$ cat config.mk
export PLATFORM = sky130hd
export DESIGN_NAME = align_lock_fsm
export DESIGN_NICKNAME = d
export VERILOG_FILES = /design/src/rtl/align_pkg.sv /design/src/rtl/align_hdr_class.sv /design/src/rtl/align_count.sv /design/src/rtl/align_lock_fsm.sv
export SDC_FILE = /design/constraint.sdc
export NUM_CORES = 1
export LEC_CHECK = 0
export ABC_CLOCK_PERIOD_IN_PS = 1400
export BUFFER_PORTS_ARGS = -buffer_cell sky130_fd_sc_hd__buf_2
export CAP_MARGIN = 20
export CORE_UTILIZATION = 50
export CTS_BUF_LIST = sky130_fd_sc_hd__clkbuf_4
export CTS_CLUSTER_SIZE = 40
export DETAILED_ROUTE_END_ITERATION = 10
export GPL_ROUTABILITY_DRIVEN = 0
export GPL_TIMING_DRIVEN = 0
export PLACE_DENSITY = 0.7
export SYNTH_ARGS = -nofsm -noshare
export SYNTH_HDL_FRONTEND = slang
export SYNTH_SLANG_ARGS = --single-unit
$ cat constraint.sdc
create_clock -name clk -period 1.4 [get_ports clk]
set_clock_uncertainty 0.1 [all_clocks]
set_input_delay 0.14 -clock clk [delete_from_list [all_inputs] [get_ports clk]]
set_output_delay 0.14 -clock clk [all_outputs]
set_load 0.1 [all_outputs]
$ cat src/rtl/align_pkg.sv
// Package align_pkg
// Shared types and header codes for the 66-bit block alignment logic.
// Assumes a two-bit sync header where 2'b01 is data and 2'b10 is control.
package align_pkg;

    typedef enum logic [1:0] {
        ST_SEARCH    = 2'd0,
        ST_SLIP_WAIT = 2'd1,
        ST_LOCKED    = 2'd2
    } align_state_t;

    localparam logic [1:0] HDR_DATA = 2'b01;
    localparam logic [1:0] HDR_CTRL = 2'b10;

    // True for the two header codes a correctly aligned stream can carry.
    function automatic logic hdr_legal(input logic [1:0] hdr);
        return (hdr == HDR_DATA) || (hdr == HDR_CTRL);
    endfunction

endpackage

$ cat src/rtl/align_hdr_class.sv
// Module align_hdr_class
// Sorts one candidate header into the classes the lock FSM acts on.
// All outputs are qualified by the valid strobe. The block is purely combinational.
module align_hdr_class
    import align_pkg::*;
(
    input  logic [1:0] hdr_i,
    input  logic       vld_i,
    output logic       ctrl_o,
    output logic       miss_o,
    output logic       illegal_o
);

    // Classify the header for this cycle.
    always_comb begin
        ctrl_o    = vld_i && (hdr_i == HDR_CTRL);
        miss_o    = vld_i && (hdr_i != HDR_CTRL);
        illegal_o = vld_i && !hdr_legal(hdr_i);
    end

endmodule

$ cat src/rtl/align_count.sv
// Module align_count
// Up-counter that reports when it holds LIMIT-1, i.e. when the next
// increment completes LIMIT events. A clear overrides an increment.
// The owner must clear the counter before it would pass LIMIT-1.
module align_count #(
    parameter int unsigned LIMIT = 128,
    localparam int unsigned CW = $clog2(LIMIT + 1)
) (
    input  logic clk,
    input  logic rst_n,
    input  logic clr_i,
    input  logic inc_i,
    output logic at_last_o
);

    logic [CW-1:0] cnt_q;

    // Count events, with clear taking priority.
    always_ff @(posedge clk) begin
        if (!rst_n || clr_i) begin
            cnt_q <= '0;
        end else if (inc_i) begin
            cnt_q <= cnt_q + 1'b1;
        end
    end

    // Flag the final count before the limit.
    always_comb begin
        at_last_o = (cnt_q == CW'(LIMIT - 1));
    end

endmodule

$ cat src/rtl/align_lock_fsm.sv
// Module align_lock_fsm
// Word boundary search and lock supervision for 66-bit blocks.
// Assumes the peer sends only control blocks until it sees ready,
// and that the deserializer applies a slip within SLIP_WAIT blocks.
// Outputs are registered.
module align_lock_fsm
    import align_pkg::*;
#(
    parameter int unsigned LOCK_RUN  = 128,
    parameter int unsigned SLIP_WAIT = 32,
    parameter int unsigned WIN_LEN   = 64,
    parameter int unsigned BAD_LIMIT = 16
) (
    input  logic       clk,
    input  logic       rst_n,
    input  logic [1:0] hdr_i,
    input  logic       hdr_vld_i,
    output logic       slip_o,
    output logic       ready_o
);

    align_state_t state_q, state_d;
    logic blk_ctrl, blk_miss, blk_illegal;
    logic run_clr, run_inc, run_last;
    logic wait_clr, wait_inc, wait_last;
    logic win_clr, win_inc, win_last;
    logic bad_clr, bad_inc, bad_last;
    logic slip_d;

    align_hdr_class u_class (
        .hdr_i    (hdr_i),
        .vld_i    (hdr_vld_i),
        .ctrl_o   (blk_ctrl),
        .miss_o   (blk_miss),
        .illegal_o(blk_illegal)
    );

    align_count #(.LIMIT(LOCK_RUN)) u_run (
        .clk(clk), .rst_n(rst_n), .clr_i(run_clr), .inc_i(run_inc), .at_last_o(run_last)
    );

    align_count #(.LIMIT(SLIP_WAIT)) u_wait (
        .clk(clk), .rst_n(rst_n), .clr_i(wait_clr), .inc_i(wait_inc), .at_last_o(wait_last)
    );

    align_count #(.LIMIT(WIN_LEN)) u_win (
        .clk(clk), .rst_n(rst_n), .clr_i(win_clr), .inc_i(win_inc), .at_last_o(win_last)
    );

    align_count #(.LIMIT(BAD_LIMIT)) u_bad (
        .clk(clk), .rst_n(rst_n), .clr_i(bad_clr), .inc_i(bad_inc), .at_last_o(bad_last)
    );

    // Counter controls: each counter runs only in its own state.
    always_comb begin
        run_inc  = (state_q == ST_SEARCH) && blk_ctrl;
        run_clr  = (state_q != ST_SEARCH) || blk_miss;
        wait_inc = (state_q == ST_SLIP_WAIT) && hdr_vld_i;
        wait_clr = (state_q != ST_SLIP_WAIT);
        win_inc  = (state_q == ST_LOCKED) && hdr_vld_i;
        win_clr  = (state_q != ST_LOCKED) || (hdr_vld_i && win_last);
        bad_inc  = (state_q == ST_LOCKED) && blk_illegal;
        bad_clr  = win_clr;
    end

    // Next state and slip request.
    always_comb begin
        state_d = state_q;
        slip_d  = 1'b0;
        unique case (state_q)
            ST_SEARCH: begin
                if (blk_ctrl && run_last) begin
                    state_d = ST_LOCKED;
                end else if (blk_miss) begin
                    state_d = ST_SLIP_WAIT;
                    slip_d  = 1'b1;
                end
            end
            ST_SLIP_WAIT: begin
                if (hdr_vld_i && wait_last) begin
                    state_d = ST_SEARCH;
                end
            end
            ST_LOCKED: begin
                if (blk_illegal && bad_last) begin
                    state_d = ST_SEARCH;
                end
            end
            default: state_d = ST_SEARCH;
        endcase
    end

    // State and output registers.
    always_ff @(posedge clk) begin
        if (!rst_n) begin
            state_q <= ST_SEARCH;
            slip_o  <= 1'b0;
            ready_o <= 1'b0;
        end else begin
            state_q <= state_d;
            slip_o  <= slip_d;
            ready_o <= (state_d == ST_LOCKED);
        end
    end

endmodule

==> impl_metrics.json <==
{
  "pre_cts_ws_ps": -225,
  "setup_viol": 17,
  "start_kind": "flop",
  "dr.pass1.iters": 4,
  "cts.sinks": 30,
  "finalMaxSlewViolations": 0,
  "netlist_area_um2": 1460,
  "totalPowerFinal_mw": 1.47,
  "drtAntennaViolNets": 0,
  "netlist_top_cells_area": "dfxtp_1 41%, a21oi_1 5.2%, ha_1 5.2%",
  "postCtsHoldBufs": 0,
  "final_hold_viol_count": 0,
  "grt_max_degree": 11,
  "synth_ff_type": "dfxtp_1",
  "ys_warn_count": 0,
  "grt_antenna_before_repair": 0,
  "reg2reg_slack_ps": -100,
  "drt_iter0_drc": 26,
  "synth_edf_count": 0,
  "area_growth_syn_to_layout_pct": 33.3,
  "min-delay-start": "rst_n",
  "drc": 0,
  "port_buffers": 6,
  "crit_arrival_ps": 1640,
  "wl_per_cell_um": 14.8,
  "die_h_um": 56.0,
  "yosys.area.top_type_share_pct": 41.2,
  "endpoint_kind": "flop",
  "start_util_pct": 52.8,
  "crit_path_cell_trace": "nand4bb_4, buf_6, or3_4, o31ai_4",
  "synthCells": 155,
  "drive_above_1_share_pct": 45.4,
  "fmaxAchievable_mhz": 669,
  "power_density_nw_per_um2": 759,
  "dieArea_um2": 3130,
  "path_max_fanout": 6,
  "setup_ws_ps": -95.0,
  "cts_buffers": 5,
  "whs_endpoint": "state_q[0]",
  "cap_violations": 0,
  "crit_buf_inv": 1,
  "ys_seq_area_share_pct": 41.2,
  "grt_pass1_vias": 1251,
  "cp_slowest_cell": "dfxtp_4",
  "yosysMostFrequentCell": "dfxtp_1",
  "violations": "negative setup slack",
  "synth-seq-cells": 30,
  "p_leak_nw": 0.637,
  "rr_startpoint": "state_q[0]",
  "path_delay_family": "simple AND/OR/NAND/NOR gates",
  "yosysUniqueCellTypes": 35,
  "worstRegToRegCells": 4,
  "via_per_inst": 5.92,
  "period_share_pct": 107,
  "num_antenna_cells": 0,
  "holdPathStages": 2,
  "synthTopCellsByCount": "30 x dfxtp_1, 15 x a21oi_1, 12 x nand2_1",
  "htree_levels": 2,
  "status": "finished with violations",
  "synth_top_area_cell": "dfxtp_1",
  "cp-startpoint": "state_q[0]",
  "wl_um": 3170,
  "stdcell_count": 214,
  "worst_pin_slew_ps": 484,
  "clkTransAtPathRegs_ps": 100,
  "track_usage_pct": 21.5,
  "worst_skew_pair.late_latency_ps": 330,
  "worstSetupPathType": "reg -> reg",
  "crit_required_ps": 1550,
  "num_vias": 1266,
  "max-slew-margin-rel_pct": 68.0,
  "irDropWorstVdd_mv": 0.786,
  "placeableCoreArea_um2": 2760,
  "dp_cells": 192,
  "r2r_end": "ready_o",
  "io_pins": 7,
  "post-dp-hpwl_um": 1890,
  "rows": 19,
  "die_x_um": 56.0,
  "cts_tree": "yes",
  "final_nets": 193,
  "syn_avg_cell_area_um2": 9.40,
  "hold_class": "in -> reg",
  "slowest_delay_ps": 370,
  "grt_pass1_wl_um": 5170,
  "fin_crit_ps": 1500,
  "ys_async_sr_fraction_pct": 0,
  "rsz0062_at_grt": "true",
  "cts_root_buf": "clkbuf_4",
  "clk_path_buf_depth": 2,
  "syn_nets": 166,
  "grt.overflow.total": 0
}
==> metrics by stage <==
| step | TNS (ps) | utilization [%] | area [µm²] | hold slack (ps) |
|---|---|---|---|---|
| 6_report | -734 | 70.4 | 1940 | 51.1 |
| 2_1_floorplan | -6.69 | - | 1470 | 204 |
| 3_5_place_dp | -2660 | 55.6 | 1530 | 352 |
| 4_1_cts | -410 | 64.6 | 1780 | 26.8 |
| 5_1_grt | -1520 | 70.4 | 1940 | 42.9 |
| 3_3_place_gp | -2030 | 55.6 | 1530 | 338 |
==> worst register-to-register path, stage by stage, from the launching register on <==
cell and delay, ps:
dfxtp_4 370, nand4bb_4 230, buf_6 160, or3_4 350
o31ai_4 210
==> cells by family (layout without fill, tap and decap cells) <==
family | after synthesis | in the layout | share of synthesized area (%)
XOR/XNOR | 7 | 7 | 4.21
AO/OA/AOI/OAI | 32 | 32 | 14.2
buffers and inverters | 12 | 40 | 4.30
AND/OR/NAND/NOR | 66 | 66 | 29.6
flip-flops | 30 | 30 | 41.2
multiplexers | 2 | 2 | 1.37
adder cells (fa/ha/maj) | 6 | 6 | 5.15
==> flip-flops by register name, indices dropped and copies added (netlist names) <==
name,count
ready_o,1
state_q,2
slip_o,1
u_wait.cnt_q,6
u_run.cnt_q,8
u_bad.cnt_q,5
u_win.cnt_q,7
==> worst max path at each step <==
stage	endpoint	cells after the start	slack, ps
after CTS	ready_o	4	-100
after global placement	ready_o	7	-240
after global routing	ready_o	4	-130
final	ready_o	4	-100
after detailed placement	ready_o	7	-220
after floorplan	u_bad.cnt_q[4]	5	-7
==> cells in the final DEF (no fill, tap or decap), types with 4 or more instances in the layout <==
cell,Yosys,routed
o21ai_0,7,7
a21oi_1,15,6
nand3_1,8,7
or3_1,7,6
nand2_1,12,9
nor2_1,8,4
dfxtp_1,30,17
inv_1,8,8
buf_2,2,7
xor2_1,4,4
or4_1,7,6
dfxtp_2,0,10
a21oi_2,0,9
ha_4,0,5
o31ai_4,0,4
clkbuf_4,0,6
buf_4,0,14
==> repair_timing <==
item	CTS	global route
setup buffers	10	3
pin swaps	12	13
resized for setup	29	31
cloned	1	0
setup endpoints to repair	20	24
==> layout make-up <==
cell class | instances | area [µm²]
sequential | 30 | 624
fill | 209 | 816
clock inverter | 2 | 8.76
clock buffer | 6 | 45.0
multi-input combinational | 113 | 1020
inverter | 8 | 30.0
buffer | 4 | 35.0
timing repair buffer | 20 | 139
tap | 31 | 38.8
==> metal layers <==
layer	part of all wire, %	global-route usage (%)
met1	44	24.8
met5	0	0
met2	50	33.3
met3	2.6	8.14
met4	3.2	13.9
==> power breakdown <==
group	leakage (nW)	internal (mW)	switching, mW
sequential	0.249	0.855	0.00594
clock	0.0331	0.208	0.295
combinational	0.355	0.0464	0.0655
(Power assumes the default switching activity.)
